File: config.mk
export PLATFORM = sky130hd
export DESIGN_NAME = dma_fly_ctrl
export DESIGN_NICKNAME = d
export VERILOG_FILES = /design/src/rtl/dma_fly_pkg.sv /design/src/rtl/dma_fly_regs.sv /design/src/rtl/dma_fly_seq.sv /design/src/rtl/dma_fly_ctrl.sv
export SDC_FILE = /design/constraint.sdc
export NUM_CORES = 1
export LEC_CHECK = 0
export BUFFER_PORTS_ARGS = -buffer_cell sky130_fd_sc_hd__buf_4
export CAP_MARGIN = 5
export CORE_ASPECT_RATIO = 1.1
export CORE_MARGIN = 2
export CORE_UTILIZATION = 46
export DETAILED_ROUTE_END_ITERATION = 16
export PLACE_DENSITY = 0.77
export SETUP_SLACK_MARGIN = 0.5
export SKIP_CTS_REPAIR_TIMING = 1
export SLEW_MARGIN = 20
export SYNTH_ARGS = -nofsm -noshare
export SYNTH_HDL_FRONTEND = slang
export SYNTH_SLANG_ARGS = --single-unit
export TNS_END_PERCENT = 30
File: constraint.sdc
create_clock -name clk -period 1.6 [get_ports clk]
set_clock_uncertainty 0.05 [all_clocks]
set_input_delay 0.32 -clock clk [delete_from_list [all_inputs] [get_ports clk]]
set_output_delay 0.32 -clock clk [all_outputs]
set_load 0.03 [all_outputs]
File: src/rtl/dma_fly_pkg.sv
`timescale 1ns/1ps
package dma_fly_pkg;
  typedef enum logic [1:0] {
    SEL_ADDR = 2'd0,
    SEL_CNT  = 2'd1,
    SEL_CTRL = 2'd2,
    SEL_STAT = 2'd3
  } reg_sel_e;

  localparam int unsigned CTL_GO_BIT  = 0;
  localparam int unsigned CTL_IE_BIT  = 1;
  localparam int unsigned ST_BUSY_BIT = 0;
  localparam int unsigned ST_DONE_BIT = 1;
endpackage

File: src/rtl/dma_fly_regs.sv
`timescale 1ns/1ps
module dma_fly_regs
  import dma_fly_pkg::*;
#(
  parameter int unsigned REG_W  = 16,
  parameter int unsigned ADDR_W = 16,
  parameter int unsigned CNT_W  = 8
) (
  input  logic              clk,
  input  logic              rst_n,
  input  logic              reg_we,
  input  logic [1:0]        reg_sel,
  input  logic [REG_W-1:0]  reg_wdata,
  output logic [REG_W-1:0]  reg_rdata,
  input  logic              busy,
  input  logic              fin,
  input  logic [ADDR_W-1:0] cur_addr,
  input  logic [CNT_W-1:0]  cur_cnt,
  output logic              go,
  output logic              ld_addr,
  output logic              ld_cnt,
  output logic              irq
);
  reg_sel_e sel;
  logic ie_q, ie_d, done_q, done_d;
  logic wr_ctrl, clr_done;

  assign sel      = reg_sel_e'(reg_sel);
  assign ld_addr  = reg_we && (sel == SEL_ADDR);
  assign ld_cnt   = reg_we && (sel == SEL_CNT);
  assign wr_ctrl  = reg_we && (sel == SEL_CTRL);
  assign go       = wr_ctrl && reg_wdata[CTL_GO_BIT];
  assign clr_done = reg_we && (sel == SEL_STAT) && reg_wdata[ST_DONE_BIT];

  always_comb begin
    ie_d   = ie_q;
    done_d = done_q;
    if (wr_ctrl) ie_d = reg_wdata[CTL_IE_BIT];
    if (fin)           done_d = 1'b1;
    else if (clr_done) done_d = 1'b0;
    else if (go)       done_d = 1'b0;
  end

  always_ff @(posedge clk or negedge rst_n) begin
    if (!rst_n) begin
      ie_q   <= 1'b0;
      done_q <= 1'b0;
    end else begin
      ie_q   <= ie_d;
      done_q <= done_d;
    end
  end

  always_comb begin
    reg_rdata = '0;
    case (sel)
      SEL_ADDR: reg_rdata[ADDR_W-1:0] = cur_addr;
      SEL_CNT:  reg_rdata[CNT_W-1:0]  = cur_cnt;
      SEL_CTRL: reg_rdata[CTL_IE_BIT] = ie_q;
      default: begin
        reg_rdata[ST_BUSY_BIT] = busy;
        reg_rdata[ST_DONE_BIT] = done_q;
      end
    endcase
  end

  assign irq = done_q & ie_q;

  // a completion always leaves done set
  p_fin_sets_done_r6: assert property (@(posedge clk) disable iff (!rst_n)
    fin |=> done_q);
  // write-one-to-clear takes effect unless a completion coincides
  p_clear_done_r7: assert property (@(posedge clk) disable iff (!rst_n)
    (clr_done && !fin) |=> !done_q && !irq);
  // writing status without the done bit leaves done alone
  p_keep_done_r7: assert property (@(posedge clk) disable iff (!rst_n)
    (reg_we && (sel == SEL_STAT) && !reg_wdata[ST_DONE_BIT] && !fin) |=> $stable(done_q));
endmodule

File: src/rtl/dma_fly_seq.sv
`timescale 1ns/1ps
module dma_fly_seq #(
  parameter int unsigned ADDR_W = 16,
  parameter int unsigned CNT_W  = 8,
  parameter int unsigned DATA_W = 8
) (
  input  logic              clk,
  input  logic              rst_n,
  input  logic              go,
  input  logic              ld_addr,
  input  logic              ld_cnt,
  input  logic [ADDR_W-1:0] ld_val,
  input  logic              dev_valid,
  input  logic [DATA_W-1:0] dev_data,
  output logic              dev_ready,
  output logic              bus_req,
  input  logic              bus_grant,
  output logic              mem_we,
  output logic [ADDR_W-1:0] mem_addr,
  output logic [DATA_W-1:0] mem_wdata,
  output logic              busy,
  output logic              fin,
  output logic [CNT_W-1:0]  cur_cnt
);
  localparam logic [CNT_W-1:0] CNT_ONE = CNT_W'(1);

  logic              busy_q, busy_d;
  logic              hold_q, hold_d;
  logic [DATA_W-1:0] hdat_q;
  logic [ADDR_W-1:0] addr_q, addr_d;
  logic [CNT_W-1:0]  cnt_q, cnt_d;
  logic              wr_q;
  logic              accept, last_wr, zero_go;

  assign dev_ready = busy_q & ~hold_q;
  assign accept    = dev_valid & dev_ready;
  assign mem_we    = hold_q & bus_grant;
  assign bus_req   = hold_q | wr_q;
  assign last_wr   = mem_we && (cnt_q == CNT_ONE);
  assign zero_go   = go && !busy_q && (cnt_q == '0);
  assign fin       = zero_go | last_wr;

  always_comb begin
    busy_d = busy_q;
    hold_d = hold_q;
    addr_d = addr_q;
    cnt_d  = cnt_q;
    if (!busy_q) begin
      if (ld_addr) addr_d = ld_val;
      if (ld_cnt)  cnt_d  = ld_val[CNT_W-1:0];
      if (go && (cnt_q != '0)) busy_d = 1'b1;
    end else begin
      if (accept) hold_d = 1'b1;
      if (mem_we) begin
        hold_d = 1'b0;
        addr_d = addr_q + 1'b1;
        cnt_d  = cnt_q - 1'b1;
        if (last_wr) busy_d = 1'b0;
      end
    end
  end

  always_ff @(posedge clk or negedge rst_n) begin
    if (!rst_n) begin
      busy_q <= 1'b0;
      hold_q <= 1'b0;
      addr_q <= '0;
      cnt_q  <= '0;
      wr_q   <= 1'b0;
    end else begin
      busy_q <= busy_d;
      hold_q <= hold_d;
      addr_q <= addr_d;
      cnt_q  <= cnt_d;
      wr_q   <= mem_we;
    end
  end

  always_ff @(posedge clk or negedge rst_n) begin
    if (!rst_n)      hdat_q <= '0;
    else if (accept) hdat_q <= dev_data;
  end

  assign busy      = busy_q;
  assign mem_addr  = addr_q;
  assign mem_wdata = hdat_q;
  assign cur_cnt   = cnt_q;

  // every write steps address up and count down by one
  p_step_r3: assert property (@(posedge clk) disable iff (!rst_n)
    mem_we |=> (addr_q == ADDR_W'($past(addr_q) + 1'b1)) && (cnt_q == CNT_W'($past(cnt_q) - 1'b1)));
  // request survives one cycle past each write
  p_req_tail_r4: assert property (@(posedge clk) disable iff (!rst_n)
    mem_we |=> bus_req);
  // an ungranted byte stays parked and unchanged
  p_hold_keep_r5: assert property (@(posedge clk) disable iff (!rst_n)
    (hold_q && !bus_grant) |=> hold_q && $stable(hdat_q) && !dev_ready);
  // the final write ends the block
  p_last_ends_r6: assert property (@(posedge clk) disable iff (!rst_n)
    last_wr |=> !busy_q);
  // pointer and count move only on writes while busy
  p_locked_r8: assert property (@(posedge clk) disable iff (!rst_n)
    (busy_q && !mem_we) |=> $stable(addr_q) && $stable(cnt_q));
  // empty block never goes busy or touches the bus
  p_zero_r9: assert property (@(posedge clk) disable iff (!rst_n)
    zero_go |=> !busy_q && !bus_req);
endmodule

File: src/rtl/dma_fly_ctrl.sv
`timescale 1ns/1ps
module dma_fly_ctrl #(
  parameter int unsigned ADDR_W = 16,
  parameter int unsigned CNT_W  = 8,
  parameter int unsigned DATA_W = 8
) (
  input  logic              clk,
  input  logic              rst_n,
  input  logic              reg_we,
  input  logic [1:0]        reg_sel,
  input  logic [ADDR_W-1:0] reg_wdata,
  output logic [ADDR_W-1:0] reg_rdata,
  input  logic              dev_valid,
  input  logic [DATA_W-1:0] dev_data,
  output logic              dev_ready,
  output logic              bus_req,
  input  logic              bus_grant,
  output logic              mem_we,
  output logic [ADDR_W-1:0] mem_addr,
  output logic [DATA_W-1:0] mem_wdata,
  output logic              irq
);
  localparam int unsigned REG_W = ADDR_W;

  logic             go, ld_addr, ld_cnt, busy, fin;
  logic [CNT_W-1:0] cur_cnt;

  dma_fly_regs #(.REG_W(REG_W), .ADDR_W(ADDR_W), .CNT_W(CNT_W)) u_regs (
    .clk       (clk),
    .rst_n     (rst_n),
    .reg_we    (reg_we),
    .reg_sel   (reg_sel),
    .reg_wdata (reg_wdata),
    .reg_rdata (reg_rdata),
    .busy      (busy),
    .fin       (fin),
    .cur_addr  (mem_addr),
    .cur_cnt   (cur_cnt),
    .go        (go),
    .ld_addr   (ld_addr),
    .ld_cnt    (ld_cnt),
    .irq       (irq)
  );

  dma_fly_seq #(.ADDR_W(ADDR_W), .CNT_W(CNT_W), .DATA_W(DATA_W)) u_seq (
    .clk       (clk),
    .rst_n     (rst_n),
    .go        (go),
    .ld_addr   (ld_addr),
    .ld_cnt    (ld_cnt),
    .ld_val    (reg_wdata),
    .dev_valid (dev_valid),
    .dev_data  (dev_data),
    .dev_ready (dev_ready),
    .bus_req   (bus_req),
    .bus_grant (bus_grant),
    .mem_we    (mem_we),
    .mem_addr  (mem_addr),
    .mem_wdata (mem_wdata),
    .busy      (busy),
    .fin       (fin),
    .cur_cnt   (cur_cnt)
  );

  // memory is written only under a grant
  p_grant_r4: assert property (@(posedge clk) disable iff (!rst_n)
    mem_we |-> bus_grant && bus_req);
  // interrupt implies the block is finished
  p_irq_idle_r10: assert property (@(posedge clk) disable iff (!rst_n)
    irq |-> !busy);
endmodule

==> impl_metrics.json <==
{
  "drc": 0,
  "synth-seq-area-share_pct": 41.3,
  "violations": "negative setup slack",
  "yosysWarnings": 0,
  "crit_required_ps": 1230,
  "cp-start-kind": "register",
  "vias": 2945,
  "core-area_um2": 4680,
  "crit_fanout": 2,
  "peakVddDrop_v": 0.00135,
  "timing.final.ws_setup_ps": -209,
  "multiInputGateArea_um2": 1620,
  "ff_latch_area_um2": 943,
  "tightestPinTransition_ps": 504,
  "fin_util_pct": 88.7,
  "area.growth.synth_to_final_pct": 85.4,
  "grt_overflow_total": 0,
  "power.density_nw_per_um2": 2090,
  "max_freq_mhz": 553,
  "hp-class": "in -> reg",
  "wl_per_cell_um": 23.7,
  "grt_setup_unrepaired": "yes",
  "cts_tree": "yes",
  "nets": 421,
  "ys.flop_type": "dfrtp_1",
  "syn_avg_cell_area_um2": 9.11,
  "period_needed_ps": 1810,
  "grt_pass1_wl_mm": 10.9,
  "synth-seq-cells": 37,
  "grt_max_degree": 38,
  "root_buffer": "clkbuf_8",
  "syn-num-nets": 281,
  "worst-setup-path-type": "reg -> out",
  "ys_types": 46,
  "ant_nets": 0,
  "drtPass1Iterations": 5,
  "outcome": "complete, but fails checks",
  "cap_violations": 0,
  "htreeDepth": 2,
  "die-area_um2": 5450,
  "first_iter_violations": 471,
  "die_y_um": 77.2,
  "synth_edf_count": 0,
  "cts_sinks": 37,
  "viasPerCell": 6.65,
  "port_buffers": 74,
  "grt_usage_pct": 25.4,
  "period_share_pct": 113,
  "drive_above_1_share_pct": 63.8,
  "hold_slack_ps": 182,
  "maxSlewHeadroom_pct": 66.4,
  "leakage_nw": 1.84,
  "arrival_ps": 1440,
  "antenna_found_initial": 0,
  "diodes": 0,
  "die_w_um": 70.6,
  "synth_area_um2": 2240,
  "hpwl_mm": 5.08,
  "synthArstFlopShare_pct": 100,
  "cts_buffers": 5,
  "place.gp.congestion": 0.902,
  "rows": 26,
  "setup_viol": 27,
  "initial_core_util_pct": 47.8,
  "cp-end-kind": "output port",
  "hold_viol_final": 0,
  "report.final.slew_viol_count": 0,
  "clock_latency_ps": 310,
  "first_global_vias": 2183,
  "clk_path_buf_depth": 2,
  "clkTransAtPathRegs_ps": 80,
  "io_pins": 75,
  "drt-total-wl_mm": 10.5,
  "postSynthCellCount": 246,
  "fillerInstances": 185
}
## placed cells by master (no fill, tap or decap), types with 4 or more instances in the layout
cell type  Yosys  final
o22ai_1       11      9
nand2_1       20     17
nor2_2         0     11
nand3_1       12      7
and2_1         8      4
nor3_1        12      4
a21oi_1       27     16
dfrtp_2        0     14
buf_6          1     63
mux2i_1       14     10
and2_4         0      4
o21ai_0       11      7
mux2_1         9      8
nor2_1        18      7
dfrtp_1       37     23
a21oi_2        0      9
buf_4          0     79
clkbuf_8       0      5
nor3_2         0      5
mux2i_2        0      4
inv_1          7      4
## synthesized netlist by cell type, types with 2 or more instances
cell type | instances | area, um^2
dfrtp_1 | 37 | 926
a21oi_1 | 27 | 135
nand2_1 | 20 | 75.1
nor2_1 | 18 | 67.6
mux2i_1 | 14 | 140
nand3_1 | 12 | 60.1
nor3_1 | 12 | 60.1
o21ai_0 | 11 | 55.1
o22ai_1 | 11 | 68.8
clkbuf_1 | 9 | 33.8
mux2_1 | 9 | 101
and2_1 | 8 | 50.1
inv_1 | 7 | 26.3
nor4_1 | 5 | 31.3
buf_2 | 4 | 20.0
ha_1 | 4 | 50.1
and3_1 | 3 | 18.8
nand4_1 | 3 | 18.8
a21o_1 | 2 | 15.0
a311oi_1 | 2 | 17.5
a311oi_2 | 2 | 30.0
nor4b_1 | 2 | 17.5
## worst max-delay path: stages (launching register included)
cell	delay, ps
dfrtp_1	390
buf_6	120
mux4_2	470
buf_6	160
## final timing paths
check	endpoint	startpoint	cells after the start	slack (ps)
min in group asynchronous	u_seq.mem_addr[11]$_DFFE_PN0P_	rst_n	2	460
min reg2reg	u_seq.mem_wdata[0]$_DFFE_PN0P_	u_seq.mem_wdata[0]$_DFFE_PN0P_	1	480
max in group asynchronous	u_seq.cur_cnt[3]$_DFFE_PN0P_	rst_n	2	630
min	u_seq.mem_wdata[5]$_DFFE_PN0P_	dev_data[5]	2	180
max reg2reg	u_seq.mem_addr[13]$_DFFE_PN0P_	u_seq.busy$_DFF_PN0_	5	-190
max	reg_rdata[1]	u_seq.cur_cnt[1]$_DFFE_PN0P_	3	-210
## report_power, final
group	switching, W	internal (W)	leakage (nW)	total (W)
clock	0.000376	0.000307	0.0374	0.000683
sequential	0.000650	0.00139	0.429	0.00204
combinational	0.00322	0.00276	1.37	0.00598
## per-stage QoR
step | cell area, um^2 | instances | power, W | setup TNS, ps | setup slack [ps]
after global placement | 3210 | 406 | 0.00575 | -181 | -50.9
after global routing | 4160 | 443 | 0.00897 | -2510 | -237
after CTS | 3300 | 414 | 0.00654 | -680 | -221
after floorplan | 2340 | 246 | 0.00416 | -315 | -59.4
final | 4160 | 443 | 0.00870 | -1620 | -209
after detailed placement | 3210 | 406 | 0.00585 | -541 | -121
## sequential cells by signal, indices dropped and copies added (netlist names)
register and cells:
u_seq.busy 1, u_seq.cur_cnt 8, u_seq.wr_q 1, u_seq.mem_wdata 8, u_regs.ie_q 1, u_seq.mem_addr 16
u_seq.hold_q 1, u_regs.done_q 1
## per-layer routing
metal | track usage (%) | part of all wire (%) | vias up
met5 | 0 | 0 | -
met2 | 43.2 | 52 | 251
met1 | 32.9 | 35 | 1442
met3 | 3.68 | 8.0 | 64
met4 | 8.68 | 5.8 | 0
li1 | - | - | 1188
## final cells by class
class,instances,area share [%]
Multi-Input combinational cell,187,38.9
Timing Repair Buffer,147,33.8
Sequential cell,37,22.7
Clock buffer,6,1.75
Tap cell,56,1.69
Inverter,8,0.843
Clock inverter,2,0.361
## cell families (layout without fill, tap and decap cells)
| group | Yosys count | after routing | share of synthesized area (%) |
|---|---|---|---|
| multiplexers | 25 | 25 | 12.3 |
| buffers and inverters | 22 | 163 | 4.24 |
| adder cells (fa/ha/maj) | 4 | 4 | 2.23 |
| AND/OR/NAND/NOR | 94 | 94 | 22.2 |
| flip-flops | 37 | 37 | 41.3 |
| AO/OA/AOI/OAI | 64 | 64 | 17.8 |
(Power assumes the default switching activity.)
